### src/rtl/i2cs_pkg.sv
package i2cs_pkg;
  typedef enum logic [2:0] {
    ST_IDLE,
    ST_ADDR,
    ST_WORD,
    ST_WDATA,
    ST_ACK,
    ST_READ,
    ST_MACK
  } i2cs_state_t;
endpackage

### src/rtl/i2cs_sync.sv
module i2cs_sync #(
  parameter int W      = 2,
  parameter int STAGES = 2
) (
  input  logic         clk,
  input  logic         rst_n,
  input  logic [W-1:0] d_in,
  output logic [W-1:0] q_out
);
  logic [STAGES-1:0][W-1:0] stg;

  always_ff @(posedge clk or negedge rst_n) begin
    if (!rst_n) begin
      stg <= '1;
    end else begin
      stg[0] <= d_in;
      for (int i = 1; i < STAGES; i++) stg[i] <= stg[i-1];
    end
  end

  assign q_out = stg[STAGES-1];
endmodule

### src/rtl/i2cs_cond.sv
module i2cs_cond (
  input  logic clk,
  input  logic rst_n,
  input  logic scl_s,
  input  logic sda_s,
  output logic scl_rise,
  output logic scl_fall,
  output logic start_cond,
  output logic stop_cond
);
  logic scl_q, sda_q;

  always_ff @(posedge clk or negedge rst_n) begin
    if (!rst_n) begin
      scl_q <= 1'b1;
      sda_q <= 1'b1;
    end else begin
      scl_q <= scl_s;
      sda_q <= sda_s;
    end
  end

  assign scl_rise   = scl_s & ~scl_q;
  assign scl_fall   = ~scl_s & scl_q;
  assign start_cond = scl_s & scl_q & sda_q & ~sda_s;
  assign stop_cond  = scl_s & scl_q & ~sda_q & sda_s;
endmodule

### src/rtl/i2cs_ptr.sv
module i2cs_ptr #(
  parameter int NUM_REGS = 10,
  localparam int AW = $clog2(NUM_REGS)
) (
  input  logic          clk,
  input  logic          rst_n,
  input  logic          load,
  input  logic [7:0]    load_val,
  input  logic          inc,
  output logic [AW-1:0] ptr
);
  localparam logic [7:0]    NUM_B = 8'(NUM_REGS);
  localparam logic [AW-1:0] LAST  = AW'(NUM_REGS - 1);

  always_ff @(posedge clk or negedge rst_n) begin
    if (!rst_n) begin
      ptr <= '0;
    end else if (load) begin
      ptr <= (load_val < NUM_B) ? load_val[AW-1:0] : '0;
    end else if (inc) begin
      ptr <= (ptr == LAST) ? '0 : ptr + AW'(1);
    end
  end


  ptr_range_chk: assert property (@(posedge clk) disable iff (!rst_n)
    int'(ptr) < NUM_REGS);


  ptr_wrap_chk: assert property (@(posedge clk) disable iff (!rst_n)
    (inc && !load && ptr == LAST) |=> (ptr == '0));
endmodule

### src/rtl/i2c_reg_slave.sv
module i2c_reg_slave
  import i2cs_pkg::*;
#(
  parameter logic [6:0] DEV_ADDR    = 7'h68,
  parameter int         NUM_REGS    = 10,
  parameter int         SYNC_STAGES = 2,
  localparam int        AW          = $clog2(NUM_REGS)
) (
  input  logic          clk,
  input  logic          rst_n,
  input  logic          scl_in,
  input  logic          sda_in,
  output logic          sda_oe,
  output logic [AW-1:0] reg_addr,
  output logic          reg_wr_en,
  output logic [7:0]    reg_wr_data,
  input  logic [7:0]    reg_rd_data
);
  logic scl_s, sda_s;
  logic scl_rise, scl_fall, start_cond, stop_cond;
  i2cs_state_t state, ret_state;
  logic [7:0] shreg;
  logic [3:0] bit_cnt;
  logic       byte_done;
  logic       mst_ack;
  logic       ptr_load, ptr_inc, wr_fire, load_byte, bus_evt;
  logic [AW-1:0] ptr;

  i2cs_sync #(.W(2), .STAGES(SYNC_STAGES)) u_sync (
    .clk   (clk),
    .rst_n (rst_n),
    .d_in  ({scl_in, sda_in}),
    .q_out ({scl_s, sda_s})
  );

  i2cs_cond u_cond (
    .clk        (clk),
    .rst_n      (rst_n),
    .scl_s      (scl_s),
    .sda_s      (sda_s),
    .scl_rise   (scl_rise),
    .scl_fall   (scl_fall),
    .start_cond (start_cond),
    .stop_cond  (stop_cond)
  );

  i2cs_ptr #(.NUM_REGS(NUM_REGS)) u_ptr (
    .clk      (clk),
    .rst_n    (rst_n),
    .load     (ptr_load),
    .load_val (shreg),
    .inc      (ptr_inc),
    .ptr      (ptr)
  );

  always_comb begin
    bus_evt   = ~start_cond & ~stop_cond & scl_fall;
    ptr_load  = bus_evt & byte_done & (state == ST_WORD);
    wr_fire   = bus_evt & byte_done & (state == ST_WDATA);
    load_byte = bus_evt & (((state == ST_ACK) && (ret_state == ST_READ)) ||
                           ((state == ST_MACK) && mst_ack));
    ptr_inc   = wr_fire | load_byte;
  end

  assign reg_addr    = ptr;
  assign reg_wr_en   = wr_fire;
  assign reg_wr_data = shreg;

  always_ff @(posedge clk or negedge rst_n) begin
    if (!rst_n) begin
      state     <= ST_IDLE;
      ret_state <= ST_IDLE;
      shreg     <= '0;
      bit_cnt   <= '0;
      byte_done <= 1'b0;
      mst_ack   <= 1'b0;
      sda_oe    <= 1'b0;
    end else if (start_cond) begin
      state     <= ST_ADDR;
      bit_cnt   <= '0;
      byte_done <= 1'b0;
      sda_oe    <= 1'b0;
    end else if (stop_cond) begin
      state     <= ST_IDLE;
      byte_done <= 1'b0;
      sda_oe    <= 1'b0;
    end else begin
      unique case (state)
        ST_ADDR, ST_WORD, ST_WDATA: begin
          if (scl_rise) begin
            shreg     <= {shreg[6:0], sda_s};
            bit_cnt   <= bit_cnt + 4'd1;
            byte_done <= (bit_cnt == 4'd7);
          end else if (scl_fall && byte_done) begin
            byte_done <= 1'b0;
            bit_cnt   <= '0;
            if (state == ST_ADDR) begin
              if (shreg[7:1] == DEV_ADDR) begin
                sda_oe    <= 1'b1;
                state     <= ST_ACK;
                ret_state <= shreg[0] ? ST_READ : ST_WORD;
              end else begin
                state <= ST_IDLE;
              end
            end else begin
              sda_oe    <= 1'b1;
              state     <= ST_ACK;
              ret_state <= ST_WDATA;
            end
          end
        end
        ST_ACK: begin
          if (scl_fall) begin
            bit_cnt <= '0;
            if (ret_state == ST_READ) begin
              shreg  <= reg_rd_data;
              sda_oe <= ~reg_rd_data[7];
              state  <= ST_READ;
            end else begin
              sda_oe <= 1'b0;
              state  <= ret_state;
            end
          end
        end
        ST_READ: begin
          if (scl_rise) begin
            bit_cnt <= bit_cnt + 4'd1;
          end else if (scl_fall) begin
            if (bit_cnt == 4'd8) begin
              sda_oe <= 1'b0;
              state  <= ST_MACK;
            end else begin
              shreg  <= {shreg[6:0], 1'b0};
              sda_oe <= ~shreg[6];
            end
          end
        end
        ST_MACK: begin
          if (scl_rise) begin
            mst_ack <= ~sda_s;
          end else if (scl_fall) begin
            if (mst_ack) begin
              shreg   <= reg_rd_data;
              sda_oe  <= ~reg_rd_data[7];
              bit_cnt <= '0;
              state   <= ST_READ;
            end else begin
              state <= ST_IDLE;
            end
          end
        end
        default: ;
      endcase
    end
  end


  oe_on_low_chk: assert property (@(posedge clk) disable iff (!rst_n)
    $rose(sda_oe) |-> $past(scl_fall));


  sda_hold_chk: assert property (@(posedge clk) disable iff (!rst_n)
    (scl_s && $past(scl_s) && !$past(start_cond) && !$past(stop_cond)) |-> $stable(sda_oe));


  wr_pulse_chk: assert property (@(posedge clk) disable iff (!rst_n)
    reg_wr_en |=> !reg_wr_en);


  wr_ack_chk: assert property (@(posedge clk) disable iff (!rst_n)
    reg_wr_en |=> sda_oe);


  stop_release_chk: assert property (@(posedge clk) disable iff (!rst_n)
    stop_cond |=> !sda_oe);
endmodule

### config.mk
export PLATFORM = sky130hd
export DESIGN_NAME = i2c_reg_slave
export DESIGN_NICKNAME = d
export VERILOG_FILES = /design/src/rtl/i2cs_pkg.sv /design/src/rtl/i2cs_sync.sv /design/src/rtl/i2cs_cond.sv /design/src/rtl/i2cs_ptr.sv /design/src/rtl/i2c_reg_slave.sv
export SDC_FILE = /design/constraint.sdc
export NUM_CORES = 1
export LEC_CHECK = 0
export BUFFER_PORTS_ARGS = -buffer_cell sky130_fd_sc_hd__buf_2
export CAP_MARGIN = 40
export CORE_ASPECT_RATIO = 1.5
export CORE_UTILIZATION = 50
export DETAILED_ROUTE_END_ITERATION = 8
export PLACE_DENSITY_LB_ADDON = 0.25
export SETUP_SLACK_MARGIN = 0.4
export SLEW_MARGIN = 10
export SYNTH_ARGS = -nofsm -noshare
export SYNTH_HDL_FRONTEND = slang
export SYNTH_SLANG_ARGS = --single-unit
export TNS_END_PERCENT = 20
### constraint.sdc
create_clock -name clk -period 1.9 [get_ports clk]
set_input_delay 0.19 -clock clk [delete_from_list [all_inputs] [get_ports clk]]
set_output_delay 0.19 -clock clk [all_outputs]
set_load 0.01 [all_outputs]
==> results.py <==
metrics = {
    "outcome": {
        "status": "complete, no violations",
    },
    "timing": {
        "relSlewSlack": 0.546,
        "fin_crit_ns": 1.88,
        "fin_skew_ns": 0.00768,
        "finalMaxSlewViolations": 0,
        "max_freq_mhz": 531,
        "worstMarginPinSlew_ns": 0.682,
        "setup_slack_ns": 0.0176,
        "setup_viol": 0,
        "rsz0062_at_grt": "yes",
        "hold_slack_ns": 0.221,
        "final_hold_viol_count": 0,
        "finalCritPeriodShare": 0.991,
        "final.setup.tns_ns": 0,
    },
    "critical_path": {
        "worst_ep_required_time_ns": 2.07,
        "r2r_slack_ns": 0.02,
        "critical_path_class": "register to register",
        "critPathArrivalTime_ns": 2.05,
        "crit_start": "u_sync.q_out[1]",
        "end_kind": "register",
        "cp-start-kind": "register",
        "path_max_fanout": 8,
        "r2r_end": "reg_wr_data[2]",
        "reg2reg_from": "u_sync.q_out[1]",
        "crit_end": "reg_wr_data[2]",
        "rr_worst_depth": 6,
    },
    "clock_network": {
        "cts_buffer_depth": 2,
        "cts_buffers": 5,
        "clkLatencyLatePin_ns": 0.29,
        "numClockSinks": 31,
        "tritoncts": "built",
        "htree_levels": 2,
        "root_buffer": "clkbuf_8",
        "cts.clk_slew.worst_paths_ns": 0.06,
    },
    "logic_synthesis": {
        "synth.top_cell.area_share": 0.339,
        "ys_top_cells_by_area": "dfrtp_1, dfstp_2, nand2_1",
        "synth_common_cells": "nand2_1, dfrtp_1, nor2_1",
        "async_reset_ff_frac": 1.00,
        "synth.avg_cell_area_um2": 9.03,
        "syn_area_mm2": 0.00184,
        "synthCells": 204,
        "ys_types": 47,
        "ys_seq_area_frac": 0.425,
        "synth_top_cell_by_area": "dfrtp_1",
        "synthFlopType": "dfrtp_1",
        "synth-edff-count": 0,
        "synth-seq-cells": 31,
        "yosysWarningCount": 0,
        "synth_most_common_cell": "nand2_1",
        "synth_nets": 218,
    },
    "grt": {
        "grt_max_degree": 32,
        "grt_first_pass_wirelength_um": 7920,
        "antenna_found_initial": 0,
        "grtUsageTotal": 0.276,
        "grt_pass1_vias": 1756,
        "gr-total-overflow": 0,
    },
    "power_and_ir_drop": {
        "pwr-share-seq": 0.331,
        "switchingPower_mw": 1.28,
        "ir_drop_v": 0.000821,
        "total_power_mw": 3.15,
        "p_int_mw": 1.87,
        "clockPowerShare": 0.167,
        "p_comb_frac": 0.502,
        "sw_frac_of_total": 0.407,
        "pwr_density_cell_mw_per_mm2": 1290,
        "p_leak_nw": 1.12,
    },
    "cells_and_area": {
        "nets": 275,
        "fillers": 275,
        "final_core_util": 0.708,
        "finalInstanceArea_mm2": 0.00244,
        "diodes": 0,
        "area_delta_synth_final_pct": 32.5,
        "finalNonFillerCells": 304,
        "layout-drive-gt1-share": 0.363,
    },
    "place": {
        "dpl_worst_slack_ns": 0.00963,
        "dp_hpwl_um": 3420,
        "gp_congestion": 0.898,
        "placed_cell_area_mm2": 0.00219,
        "port_buffers": 25,
        "dpl.cell_count": 287,
    },
    "floorplan": {
        "start_util": 0.534,
        "die_w_um": 51.6,
        "die_h_um": 76.4,
        "die_area_mm2": 0.00394,
        "coreArea_mm2": 0.00345,
        "row_count": 26,
        "boundaryPins": 26,
    },
    "route": {
        "post_drt_wl_per_cell_um": 16.0,
        "drt_iter0_markers": 45,
        "drc": 0,
        "drtAntennaViolNets": 0,
        "vias_per_cell": 5.77,
        "wl_um": 4860,
        "vias": 1753,
        "drt_first_pass_iters": 4,
    },
    "flow_run": {
        "drv_cap": 0,
    },
    "hold_path": {
        "min_path_type": "input port to register",
    },
}
==> cells in the final DEF, fill, tap and decap left out, drive strengths merged, types with 7 or more instances in the layout <==
| cell type | Yosys | routed |
|---|---|---|
| inv | 7 | 7 |
| nor2 | 17 | 17 |
| buf | 4 | 53 |
| nand2 | 39 | 39 |
| o21ai | 12 | 12 |
| a21oi | 8 | 8 |
| mux2 | 10 | 10 |
| mux2i | 9 | 9 |
| dfrtp | 25 | 25 |
| clkbuf | 2 | 7 |
| nand2b | 7 | 7 |
==> final cells by class <==
cell class | instances | area [µm²] | share of cell area
clock buffer | 7 | 86.3 | 0.0353
clock inverter | 1 | 5.00 | 0.00205
inverter | 7 | 26.3 | 0.0108
multi-input combinational | 160 | 1110 | 0.454
sequential | 31 | 785 | 0.321
tap | 42 | 52.6 | 0.0215
timing repair buffer | 56 | 378 | 0.155
==> worst min-delay path by stage <==
stage                    from  cells after the start             end
3_3_place_gp            rst_n                      1    u_ptr.ptr[3]
3_5_place_dp            rst_n                      1    u_ptr.ptr[3]
5_1_grt        reg_rd_data[6]                      4  reg_wr_data[6]
2_1_floorplan           rst_n                      0      bit_cnt[0]
6_report       reg_rd_data[4]                      4  reg_wr_data[4]
4_1_cts        reg_rd_data[4]                      4  reg_wr_data[4]
==> flip-flops by register name, summed over array words and instances (netlist names) <==
signal,cells
sda_oe,1
reg_wr_data,8
u_sync.stg,2
u_cond.sda_q,1
mst_ack,1
u_sync.q_out,2
ret_state,3
u_ptr.ptr,4
u_cond.scl_q,1
state,3
byte_done,1
bit_cnt,4
==> routing by layer <==
layer  GRT usage  wire length (µm)
met1       0.284              1830
met2       0.470              2550
met3      0.0639               193
met4       0.192               282
met5           0                 0
==> critical path: stages, from the launching register on <==
cell,delay [ns]
dfstp_2,0.60
and2b_2,0.22
mux2i_2,0.25
a21oi_2,0.11
o211ai_4,0.09
buf_12,0.15
mux2_2,0.34
==> cell families (layout without fill, tap and decap cells) <==
logic type | Yosys count | count (layout) | share of synthesized area
DFF | 31 | 31 | 0.425
and+or+nand+nor | 92 | 92 | 0.246
xor gates and xnor gates | 2 | 2 | 0.00951
buffers and inverters | 13 | 71 | 0.0319
AOI/OAI and AO/OA | 45 | 45 | 0.162
adders and majority gates | 2 | 2 | 0.0136
muxes | 19 | 19 | 0.112
==> power by group through the flow <==
stage	Combinational [mW]	Sequential (mW)	Clock (mW)
after global placement	1.39	1.02	0
final	1.58	1.04	0.526
after detailed placement	1.42	1.02	0
after floorplan	0.857	1.04	0
after global routing	1.72	1.07	0.575
after CTS	1.54	1.02	0.544
==> what timing repair did <==
item                                    4_1_cts  5_1_grt
endpoints found under the setup margin       25       26
pin swaps                                     2        2
hold buffers                                  3        0
gates resized for setup                      10        5
endpoints found under the hold margin        27        0
setup buffers                                 5        1
No activity file was read; power rests on OpenSTA's default activity.
